==> config.mk <==
export PLATFORM = sky130hd
export DESIGN_NAME = chest_grad_update
export DESIGN_NICKNAME = d
export VERILOG_FILES = /design/src/rtl/cgu_pkg.sv /design/src/rtl/cgu_ram.sv /design/src/rtl/cgu_seq.sv /design/src/rtl/cgu_mac.sv /design/src/rtl/cgu_update.sv /design/src/rtl/chest_grad_update.sv
export SDC_FILE = /design/constraint.sdc
export NUM_CORES = 1
export LEC_CHECK = 0
export BUFFER_PORTS_ARGS = -buffer_cell sky130_fd_sc_hd__buf_4
export CORE_AREA = 2 2 133 265
export CTS_BUF_LIST = sky130_fd_sc_hd__clkbuf_4
export CTS_CLUSTER_SIZE = 25
export DETAILED_ROUTE_END_ITERATION = 8
export DIE_AREA = 0 0 135 267
export GPL_TIMING_DRIVEN = 1
export HOLD_SLACK_MARGIN = 0.15
export MAX_ROUTING_LAYER = met4
export PLACE_DENSITY = 0.83
export SLEW_MARGIN = 20
export SYNTH_ARGS = -nofsm -noshare
export SYNTH_HDL_FRONTEND = slang
export SYNTH_SLANG_ARGS = --single-unit
==> constraint.sdc <==
create_clock -name clk -period 17.74 [get_ports clk]
set_clock_uncertainty 0.05 [all_clocks]
set_input_delay 0.887 -clock clk [delete_from_list [all_inputs] [get_ports clk]]
set_output_delay 0.887 -clock clk [all_outputs]
set_load 0.005 [all_outputs]
==> src/rtl/cgu_pkg.sv <==
package cgu_pkg;
  typedef enum logic [1:0] {
    ST_IDLE  = 2'd0,
    ST_ISSUE = 2'd1,
    ST_DRAIN = 2'd2
  } cgu_state_e;
endpackage

==> src/rtl/cgu_ram.sv <==
module cgu_ram #(
  parameter int W  = 8,
  parameter int AW = 5
) (
  input  logic          clk,
  input  logic          we,
  input  logic [AW-1:0] waddr,
  input  logic [W-1:0]  wdata,
  input  logic [AW-1:0] raddr,
  output logic [W-1:0]  rdata
);
  localparam int DEPTH = 2 ** AW;
  logic [W-1:0] mem [DEPTH];

  always_ff @(posedge clk) begin
    if (we) mem[waddr] <= wdata;
    rdata <= mem[raddr];
  end
endmodule

==> src/rtl/cgu_seq.sv <==
module cgu_seq
  import cgu_pkg::*;
#(
  parameter int ROWS = 4,
  parameter int COLS = 4,
  parameter int SHW  = 4,
  parameter int AW   = 4,
  parameter int BW   = 4
) (
  input  logic           clk,
  input  logic           rst,
  input  logic           start,
  input  logic [SHW-1:0] step_shift,
  input  logic           fin_valid,
  input  logic           fin_final,
  output logic           busy,
  output logic           done,
  output logic           bank,
  output logic [SHW-1:0] shift_q,
  output logic           iss_valid,
  output logic           iss_first,
  output logic           iss_last,
  output logic           iss_diag,
  output logic           iss_final,
  output logic [AW-1:0]  a_idx,
  output logic [BW-1:0]  rbb_idx,
  output logic [AW-1:0]  out_idx
);
  localparam int KW = (ROWS > 1) ? $clog2(ROWS) : 1;
  localparam int CW = (COLS > 1) ? $clog2(COLS) : 1;
  localparam logic [KW-1:0] KMAX = KW'(ROWS - 1);
  localparam logic [CW-1:0] CMAX = CW'(COLS - 1);

  cgu_state_e    state;
  logic [KW-1:0] k;
  logic [CW-1:0] j, m;

  always_comb begin
    iss_valid = (state == ST_ISSUE);
    iss_first = (m == '0);
    iss_last  = (m == CMAX);
    iss_diag  = (m == j);
    iss_final = (k == KMAX) && (j == CMAX);
    a_idx     = AW'(int'(k) * COLS + int'(m));
    rbb_idx   = BW'(int'(m) * COLS + int'(j));
    out_idx   = AW'(int'(k) * COLS + int'(j));
  end

  always_ff @(posedge clk) begin
    if (rst) begin
      state   <= ST_IDLE;
      k       <= '0;
      j       <= '0;
      m       <= '0;
      busy    <= 1'b0;
      done    <= 1'b0;
      bank    <= 1'b0;
      shift_q <= '0;
    end else begin
      done <= 1'b0;
      case (state)
        ST_IDLE: begin
          if (start) begin
            state   <= ST_ISSUE;
            busy    <= 1'b1;
            shift_q <= step_shift;
            k       <= '0;
            j       <= '0;
            m       <= '0;
          end
        end
        ST_ISSUE: begin
          if (m != CMAX) begin
            m <= m + 1'b1;
          end else begin
            m <= '0;
            if (j != CMAX) begin
              j <= j + 1'b1;
            end else begin
              j <= '0;
              if (k != KMAX) k <= k + 1'b1;
              else           state <= ST_DRAIN;
            end
          end
        end
        ST_DRAIN: begin
          if (fin_valid && fin_final) begin
            state <= ST_IDLE;
            busy  <= 1'b0;
            done  <= 1'b1;
            bank  <= ~bank;
          end
        end
        default: state <= ST_IDLE;
      endcase
    end
  end

  // completion is a single-cycle pulse
  assert_done_pulse_R5: assert property (@(posedge clk) disable iff (rst)
    done |=> !done);

  // busy has dropped when done is shown
  assert_done_idle_R5: assert property (@(posedge clk) disable iff (rst)
    done |-> !busy);

  // the step exponent does not move inside an iteration
  assert_shift_hold_R4: assert property (@(posedge clk) disable iff (rst)
    (busy && $past(busy)) |-> $stable(shift_q));

  // banks swap only together with the completion pulse
  assert_bank_swap_R8: assert property (@(posedge clk) disable iff (rst)
    !$stable(bank) |-> done);

  // terms are issued only inside an accepted iteration
  assert_issue_busy_R6: assert property (@(posedge clk) disable iff (rst)
    iss_valid |-> busy);
endmodule

==> src/rtl/cgu_mac.sv <==
module cgu_mac #(
  parameter int EW   = 8,
  parameter int CW   = 8,
  parameter int RW   = 16,
  parameter int AW   = 4,
  parameter int ACCW = 19
) (
  input  logic                   clk,
  input  logic                   rst,
  input  logic                   iss_valid,
  input  logic                   iss_first,
  input  logic                   iss_last,
  input  logic                   iss_diag,
  input  logic                   iss_final,
  input  logic [AW-1:0]          out_idx,
  input  logic signed [EW-1:0]   a_rd,
  input  logic signed [CW-1:0]   rbb_rd,
  input  logic signed [RW-1:0]   rbr_rd,
  output logic                   f_valid,
  output logic                   f_final,
  output logic [AW-1:0]          f_idx,
  output logic signed [ACCW-1:0] acc,
  output logic signed [EW-1:0]   f_aold,
  output logic signed [RW-1:0]   f_rbr
);
  localparam int PW = EW + CW;

  // stage 1: memory data returning
  logic          t1_valid, t1_first, t1_last, t1_diag, t1_final;
  logic [AW-1:0] t1_idx;
  // stage 2: registered product
  logic                 t2_valid, t2_first, t2_last, t2_final;
  logic [AW-1:0]        t2_idx;
  logic signed [PW-1:0] prod;
  logic signed [EW-1:0] aold_q;
  logic signed [RW-1:0] rbr_q;

  always_ff @(posedge clk) begin
    if (rst) begin
      t1_valid <= 1'b0;
      t2_valid <= 1'b0;
      f_valid  <= 1'b0;
    end else begin
      t1_valid <= iss_valid;
      t2_valid <= t1_valid;
      f_valid  <= t2_valid && t2_last;
    end
    t1_first <= iss_first;
    t1_last  <= iss_last;
    t1_diag  <= iss_diag;
    t1_final <= iss_final;
    t1_idx   <= out_idx;

    t2_first <= t1_first;
    t2_last  <= t1_last;
    t2_final <= t1_final;
    t2_idx   <= t1_idx;
    prod     <= a_rd * rbb_rd;
    if (t1_valid && t1_diag) aold_q <= a_rd;
    if (t1_valid && t1_last) rbr_q  <= rbr_rd;

    if (t2_valid) acc <= t2_first ? ACCW'(prod) : acc + ACCW'(prod);
    if (t2_valid && t2_last) begin
      f_aold  <= aold_q;
      f_rbr   <= rbr_q;
      f_idx   <= t2_idx;
      f_final <= t2_final;
    end
  end

  // finished entries are spaced by at least one idle cycle
  assert_fin_spacing_R2: assert property (@(posedge clk) disable iff (rst)
    f_valid |=> !f_valid);
endmodule

==> src/rtl/cgu_update.sv <==
module cgu_update #(
  parameter int EW   = 8,
  parameter int RW   = 16,
  parameter int SHW  = 4,
  parameter int ACCW = 19
) (
  input  logic signed [ACCW-1:0] acc,
  input  logic signed [RW-1:0]   rbr,
  input  logic signed [EW-1:0]   aold,
  input  logic [SHW-1:0]         shift,
  output logic signed [EW-1:0]   a_new
);
  localparam int DW = ACCW + 1;
  localparam logic signed [DW:0] MAXV = (DW+1)'(2 ** (EW - 1) - 1);
  localparam logic signed [DW:0] MINV = -(DW+1)'(2 ** (EW - 1));

  logic signed [DW-1:0] diff, shd;
  logic signed [DW:0]   nv;

  always_comb begin
    diff = DW'(acc) - DW'(rbr);
    shd  = diff >>> shift;
    nv   = (DW+1)'(aold) - (DW+1)'(shd);
    if (nv > MAXV)      a_new = EW'(MAXV);
    else if (nv < MINV) a_new = EW'(MINV);
    else                a_new = EW'(nv);
  end
endmodule

==> src/rtl/chest_grad_update.sv <==
module chest_grad_update #(
  parameter int ROWS = 4,
  parameter int COLS = 4,
  parameter int EW   = 8,
  parameter int CW   = 8,
  parameter int RW   = 16,
  parameter int SHW  = 4,
  parameter int AW   = $clog2(ROWS * COLS),
  parameter int BW   = $clog2(COLS * COLS)
) (
  input  logic           clk,
  input  logic           rst,
  input  logic           start,
  input  logic [SHW-1:0] step_shift,
  output logic           busy,
  output logic           done,
  input  logic           host_we,
  input  logic [AW-1:0]  host_addr,
  input  logic [EW-1:0]  host_wdata,
  input  logic [AW-1:0]  host_raddr,
  output logic [EW-1:0]  host_rdata,
  output logic [BW-1:0]  rbb_addr,
  input  logic [CW-1:0]  rbb_data,
  output logic [AW-1:0]  rbr_addr,
  input  logic [RW-1:0]  rbr_data
);
  localparam int ACCW = EW + CW + $clog2(COLS) + 1;

  logic           bank, fin_valid, fin_final;
  logic [SHW-1:0] shift_q;
  logic           iss_valid, iss_first, iss_last, iss_diag, iss_final;
  logic [AW-1:0]  a_idx, out_idx, f_idx;
  logic signed [ACCW-1:0] acc;
  logic signed [EW-1:0]   f_aold, a_new;
  logic signed [RW-1:0]   f_rbr;
  logic           ram_we;
  logic [AW:0]    ram_waddr, ram_raddr;
  logic [EW-1:0]  ram_wdata, ram_rdata;

  cgu_seq #(.ROWS(ROWS), .COLS(COLS), .SHW(SHW), .AW(AW), .BW(BW)) u_seq (
    .clk(clk), .rst(rst), .start(start), .step_shift(step_shift),
    .fin_valid(fin_valid), .fin_final(fin_final),
    .busy(busy), .done(done), .bank(bank), .shift_q(shift_q),
    .iss_valid(iss_valid), .iss_first(iss_first), .iss_last(iss_last),
    .iss_diag(iss_diag), .iss_final(iss_final),
    .a_idx(a_idx), .rbb_idx(rbb_addr), .out_idx(out_idx)
  );

  assign rbr_addr = out_idx;

  cgu_mac #(.EW(EW), .CW(CW), .RW(RW), .AW(AW), .ACCW(ACCW)) u_mac (
    .clk(clk), .rst(rst),
    .iss_valid(iss_valid), .iss_first(iss_first), .iss_last(iss_last),
    .iss_diag(iss_diag), .iss_final(iss_final), .out_idx(out_idx),
    .a_rd($signed(ram_rdata)), .rbb_rd($signed(rbb_data)),
    .rbr_rd($signed(rbr_data)),
    .f_valid(fin_valid), .f_final(fin_final), .f_idx(f_idx),
    .acc(acc), .f_aold(f_aold), .f_rbr(f_rbr)
  );

  cgu_update #(.EW(EW), .RW(RW), .SHW(SHW), .ACCW(ACCW)) u_upd (
    .acc(acc), .rbr(f_rbr), .aold(f_aold), .shift(shift_q), .a_new(a_new)
  );

  always_comb begin
    if (fin_valid) begin
      ram_we    = 1'b1;
      ram_waddr = {~bank, f_idx};
      ram_wdata = a_new;
    end else begin
      ram_we    = host_we && !busy;
      ram_waddr = {bank, host_addr};
      ram_wdata = host_wdata;
    end
    ram_raddr = busy ? {bank, a_idx} : {bank, host_raddr};
  end

  cgu_ram #(.W(EW), .AW(AW + 1)) u_ram (
    .clk(clk), .we(ram_we), .waddr(ram_waddr), .wdata(ram_wdata),
    .raddr(ram_raddr), .rdata(ram_rdata)
  );

  assign host_rdata = ram_rdata;

  // nothing but the engine writes the memory during an iteration
  assert_host_blocked_R7: assert property (@(posedge clk) disable iff (rst)
    (busy && !fin_valid) |-> !ram_we);

  // engine writes never target the bank being read
  assert_write_other_bank_R8: assert property (@(posedge clk) disable iff (rst)
    fin_valid |-> (ram_waddr[AW] != ram_raddr[AW]));
endmodule

* Word-level counts from Yosys, hierarchy flattened
Memories as Yosys holds them, arrays and structs flattened. A register that Yosys moved wholly into a read port is not among the register bits.
Cells that the tools add are included.
W data, S select, Z words.
** Word-level totals
- Output and inout port bits :: 18
- Word-level logic and storage cells :: 107
- Memory bits (writable) :: 256
- Bits of input ports :: 48
- Memories kept :: 1
- Register bits after elaboration :: 121
** Memory list
- u_ram.mem :: depth 32, width 8, read ports 1, clocked after memory_dff 1, wr ports 1, RTL line cgu_ram.sv:13 : logic [W-1:0] mem [DEPTH];
** Operators by class
- Reductions and logical operators :: 19
- Shift-type cells :: 1
- Multiplexer cells :: 29
- Bitwise logic cells :: 2
- Equal/unequal tests :: 15
- Multipliers :: 1
- Add/subtract/negate cells :: 9
- $lt $le $gt $ge :: 2
** Operators by type and width (number)
- $mux W2 :: 12
- $mux W8 :: 3
- $gt A21 B8 Y1 const B :: 1
- $lt A21 B8 Y1 const B :: 1
- $sub A8 B20 Y21 :: 1
- $sshr A20 B4 Y20 :: 1
- $sub A19 B16 Y20 :: 1
- $add A19 B16 Y19 :: 1
- $mux W19 :: 1
- $mul A8 B8 Y16 :: 1
- $ne A2 B2 Y1 const B :: 8
- $add A4 B2 Y4 :: 3
- $pmux W2 S2 :: 3
- $reduce_and A5 Y1 :: 2
- $eq A2 B2 Y1 const B :: 4
- $add A2 B1 Y2 const B :: 3
- $logic_and A1 B1 Y1 :: 6
- $mux W1 :: 6
- $pmux W2 S3 :: 1
- $reduce_and A2 Y1 :: 3
- $reduce_and A3 Y1 :: 2
- $mux W5 :: 1
- $logic_not A2 Y1 :: 2
- $mux W4 :: 1
- 8 further kinds :: 10

* Depth between registers and ports, before layout
- Depth after elaboration :: 7
- Mapped depth :: 25
- Gate-level depth less buffers :: 25

* Cells and area by module
Synthesis repeated with hierarchy kept, for this count alone.
** Unflattened totals
- Cell total of the unflattened synthesis :: 1651
- Area, all modules :: 21301.7 um2
** Modules (own cells, without submodules)
- cgu_ram :: area each 10053.4 um2, times used 1, cells an instance 417, sequential area each 7847.5 um2
- cgu_mac :: area each 6642.6 um2, times used 1, cells an instance 581, sequential area each 2842.7 um2
- cgu_update :: area each 3637.2 um2, times used 1, cells an instance 549, sequential area each 0.0 um2
- cgu_seq :: area each 755.7 um2, times used 1, cells an instance 84, sequential area each 300.3 um2
- chest_grad_update :: area each 212.7 um2, times used 1, cells an instance 20, sequential area each 0.0 um2

* Worst setup path before layout
OpenSTA, ideal clock, no wires.
- Kind :: register to register
- Start :: register u_mac.acc[0]
- End :: memory u_ram.mem[0][1], data pin
- Path buffers :: 0
- Arrival :: 6414 ps
- Path slack :: 10895 ps
- Cell stages (with the launch flop) :: 23
- Data required time :: 17310 ps
- Cells stage by stage :: edfxtp_1 > inv_1 > ha_1 > inv_1 > fa_1 > a211oi_1 > o21ai_1 > a31oi_1 > nor3_1 > o22a_1 > xor2_1 > mux2i_1 > mux4_2 > ha_1 > nor3_1 > or4b_1 > a21o_1 > a211oi_2 > o221a_2 > nand4bb_1 > or4_1 > o41a_4 > o22ai_1
** On the way
- Cells in the longest elaborated chain, start to end :: 7
** RTL lines
- from (decl) :: RTL line cgu_mac.sv:22 : output logic signed [ACCW-1:0] acc,
- from (signal assigned) :: RTL line cgu_mac.sv:62 : if (t2_valid) acc <= t2_first ? ACCW'(prod) : acc + ACCW'(prod);
- $sub A19 B16 Y20 (*) :: RTL line cgu_update.sv:21 : diff = DW'(acc) - DW'(rbr);
- $sshr A20 B4 Y20 (*) :: RTL line cgu_update.sv:22 : shd = diff >>> shift;
- $sub A8 B20 Y21 (*) :: RTL line cgu_update.sv:23 : nv = (DW+1)'(aold) - (DW+1)'(shd);
- $lt A21 B8 Y1 :: RTL line cgu_update.sv:25 : else if (nv < MINV) a_new = EW'(MINV);
- $mux W8 :: RTL line cgu_update.sv:25
- $mux W8 (*) :: RTL line cgu_update.sv:24 : if (nv > MAXV) a_new = EW'(MAXV);
- $mux W8 (*) :: RTL line chest_grad_update.sv:66 : if (fin_valid) begin
- net ram_wdata[1] :: RTL line chest_grad_update.sv:38 : logic [EW-1:0] ram_wdata, ram_rdata;
- to (decl) :: RTL line cgu_ram.sv:13
Mark *: on every way through the listed nets, which the timed path passes. The rest lies on a longest branch.

* Final worst setup path
- Start :: register u_mac.acc[0]
- End :: memory u_ram.mem[7][5], data pin
Same word-level chain as after synthesis.

==> flow_metrics.tcl <==
set metrics [dict create \
    status "finished clean" \
    synth.distinct_cells 78 \
    vias 13214 \
    drv_cap 0 \
    initial_core_util_pct 59.4 \
    reg2reg_from "u_mac.acc[0]" \
    p_leak_nw 8.64 \
    ioPinCount 66 \
    io_buffers 65 \
    post-route-drc-count 0 \
    critical_path_arrival_ns 8.26 \
    htreeDepth 3 \
    syn_inst 1504 \
    p_int_mw 1.90 \
    hold_violations 0 \
    synth_fp_nets 1700 \
    yosysTopAreaCell "edfxtp_1" \
    pre_cts_ws_ns 9.76 \
    drive_above_1_share_pct 18.7 \
    wl_per_cell_um 23.3 \
    slew_viol_final 0 \
    tritoncts "built" \
    setup_slack_ns 9.78 \
    synth_top_cell_area_share_pct 48.6 \
    synth.area.top_cells "edfxtp_1 49%, mux4_2 8.3%, fa_1 5.7%, dfxtp_1 5.6%, ha_1 5.6%" \
    clockRootBuffer "clkbuf_4" \
    fin_crit_ns 7.96 \
    cp_slowest_stage_delay_ns 0.92 \
    cts.sinks 385 \
    regToRegSetupSlack_ns 9.78 \
    startpoint "u_mac.acc[0]" \
    crit_type "flip-flop to flip-flop" \
    cts_buffer_depth 3 \
    hold_depth 1 \
    required_ns 18.04 \
    grt_max_degree 65 \
    antenna_found_initial 2 \
    overflow 0 \
    cp-end-kind "flip-flop" \
    p_comb_share_pct 38.2 \
    p_sw_uw 988 \
    period_share_pct 44.9 \
    synthArstFlopShare_pct 0 \
    dr.pass1.iters 5 \
    antenna_left 0 \
    drtIter0Drc 1127 \
    start_kind "flip-flop" \
    tightest_slew_ns 1.22 \
    fmax_mhz 126 \
    path_max_fanout 32 \
    gr-usage-all-layers_pct 29.1 \
    avgSynthCellArea_sq_um 13.5 \
    switching_share_pct 34.2 \
    cp_slowest_cell "nor4b_4" \
    dp.final_hpwl_um 35500 \
    fp.dieW_um 135 \
    setup_viol 0 \
    clock_latency_ns 0.78 \
    rr_endpoint "u_ram.mem[7][5]" \
    ys_seq_area_share_pct 54.3 \
    grt_pass1_wl_um 75300 \
    grt_setup_unrepaired "no" \
    fp.coreArea_sq_um 34100 \
    fin_setup_tns_ns 0 \
    die_y_um 267 \
    syn_to_final_growth_pct 10.9 \
    peakVddDrop_uv 100 \
    die-area_sq_um 36000 \
    min_from "rbr_data[5]" \
    cts_buffers 84 \
    hp-class "input pin to flip-flop" \
    synth_edf_count 328 \
    path_cells "inv_1, ha_1, inv_1, fa_1, a211oi_1, o21ai_1, a31oi_1, nor3_1, o22a_1, xor2_1, a21oi_1, mux2i_1, a31oi_1, ha_1, and3_1, a221oi_1, a21o_1, a211oi_2, o221a_2, or4_1, nor4b_4, o22ai_4" \
    rows 96 \
    synth_ff_type "edfxtp_1" \
    fin_nets 1810 \
    hold_ws_ns 0.258 \
    yosysWarningCount 0 \
    pwr-share-seq_pct 37.7 \
    cts_resized 0 \
    place_congestion 0.972 \
    clockPowerShare_pct 24.1 \
    worst_setup_hold_path_clk_slew_ns 0.08 \
    routed_wl_um 49600 \
    synth-seq-cells 385 \
    viasPerCell 6.22 \
    cts_setup_buffers 0 \
    slew_headroom_pct 18.2 \
    powerDensity_nw_per_um2 129 \
    hold_end "u_mac.rbr_q[5]" \
    netlist_area_sq_um 20300 \
    ctsHoldBuffers 0 \
    grt_pass1_vias 14031 \
    r2r_cells 22 \
]
==> worst max path at each step <==
stage / endpoint / depth (start not counted) / slack [ns]
final: u_ram.mem[7][5] / 22 / 9.78
after global routing: u_ram.mem[11][0] / 23 / 9.32
after CTS: u_ram.mem[7][5] / 23 / 9.74
after detailed placement: u_ram.mem[5][5] / 23 / 9.76
after global placement: u_ram.mem[30][0] / 23 / 10.05
after floorplan: u_ram.mem[0][1] / 22 / 10.90
==> cell type report <==
class,count,area (sq um)
Timing Repair Buffer,76,578
Tap cell,441,552
Antenna cell,2,5.00
Multi-Input combinational cell,964,8820
Clock buffer,117,878
Inverter,103,387
Fill cell,2382,11700
Sequential cell,385,11000
Clock inverter,38,253
==> synth_stat cells (7+ instances only) <==
cell / count
mux4_2: 75
a211oi_1: 12
dfxtp_1: 57
xnor2_1: 30
o22ai_1: 10
nor2_1: 114
nand3_1: 18
o21ai_1: 14
buf_1: 12
nor2b_1: 17
o21ai_0: 49
o211ai_1: 7
nand2b_1: 16
clkbuf_1: 37
nor3_1: 27
mux2i_1: 55
mux2_2: 8
a21oi_1: 52
and2_1: 46
a21o_1: 32
ha_1: 90
a31oi_1: 14
nand2_1: 76
inv_1: 101
edfxtp_1: 328
xor2_1: 32
fa_1: 58
o21a_1: 9
==> kinds of logic after synthesis <==
| logic type | synth area share [%] |
|---|---|
| AO/OA/AOI/OAI | 8.77 |
| adder cells (fa/ha/maj) | 11.3 |
| AND/OR/NAND/NOR | 8.47 |
| multiplexers | 11.6 |
| XOR/XNOR | 2.68 |
| flip-flops | 54.3 |
| buffers and inverters | 2.92 |
==> power groups by stage <==
stage / combinational, mW / sequential, mW / clock [mW]
floorplan: 0.855 / 1.09 / 0
global placement: 1.03 / 1.11 / 0
detailed placement: 1.08 / 1.11 / 0
CTS: 1.10 / 1.09 / 0.709
global route: 1.24 / 1.09 / 0.749
finish: 1.10 / 1.09 / 0.697
==> critical path, delay by kind of cell (launching register included) <==
family	cells	cell delay, ns
mux	1	0.37
simple gates	4	1.87
compound gates	11	3.30
xor+xnor	1	0.43
fa+ha+maj	3	0.97
flops	1	0.40
buf+inv	2	0.13
==> registers in the layout (all words and copies together) (netlist names), 2 cells and up <==
name           count
u_ram.mem        256
u_mac.acc         19
u_mac.f_rbr       16
u_mac.prod        16
u_mac.rbr_q       16
u_mac.aold_q       8
u_mac.f_aold       8
u_ram.rdata        8
u_mac.f_idx        4
u_mac.t1_idx       4
u_mac.t2_idx       4
u_seq.shift_q      4
u_seq.j            2
u_seq.k            2
u_seq.m            2
u_seq.state        2
==> per-stage QoR <==
| stage | cell area [sq um] | util (%) | cells | total power [mW] |
|---|---|---|---|---|
| 3_3_place_gp | 21300 | 62.3 | 1968 | 2.14 |
| 3_5_place_dp | 21300 | 62.3 | 1968 | 2.19 |
| 4_1_cts | 22400 | 65.6 | 2123 | 2.90 |
| 2_1_floorplan | 20300 | - | 1504 | 1.94 |
| 5_1_grt | 22500 | 65.8 | 2126 | 3.08 |
| 6_report | 22500 | 65.8 | 2126 | 2.89 |
==> placed cells by master (no fill, tap or decap), drive strengths merged, types with 52 or more instances in the layout <==
cell type    n
edfxtp     328
clkbuf     117
nor2       114
inv        103
ha          90
nand2       76
buf         76
mux4        75
o21ai       63
fa          58
dfxtp       57
mux2i       55
a21oi       52
==> routing by layer <==
layer | GRT usage [%] | wire [um]
met1 | 27.1 | 15800
met2 | 51.9 | 27100
met3 | 4.33 | 2400
met4 | 23.2 | 4290
met5 | - | 0
Power figures use the tool's default switching activity.
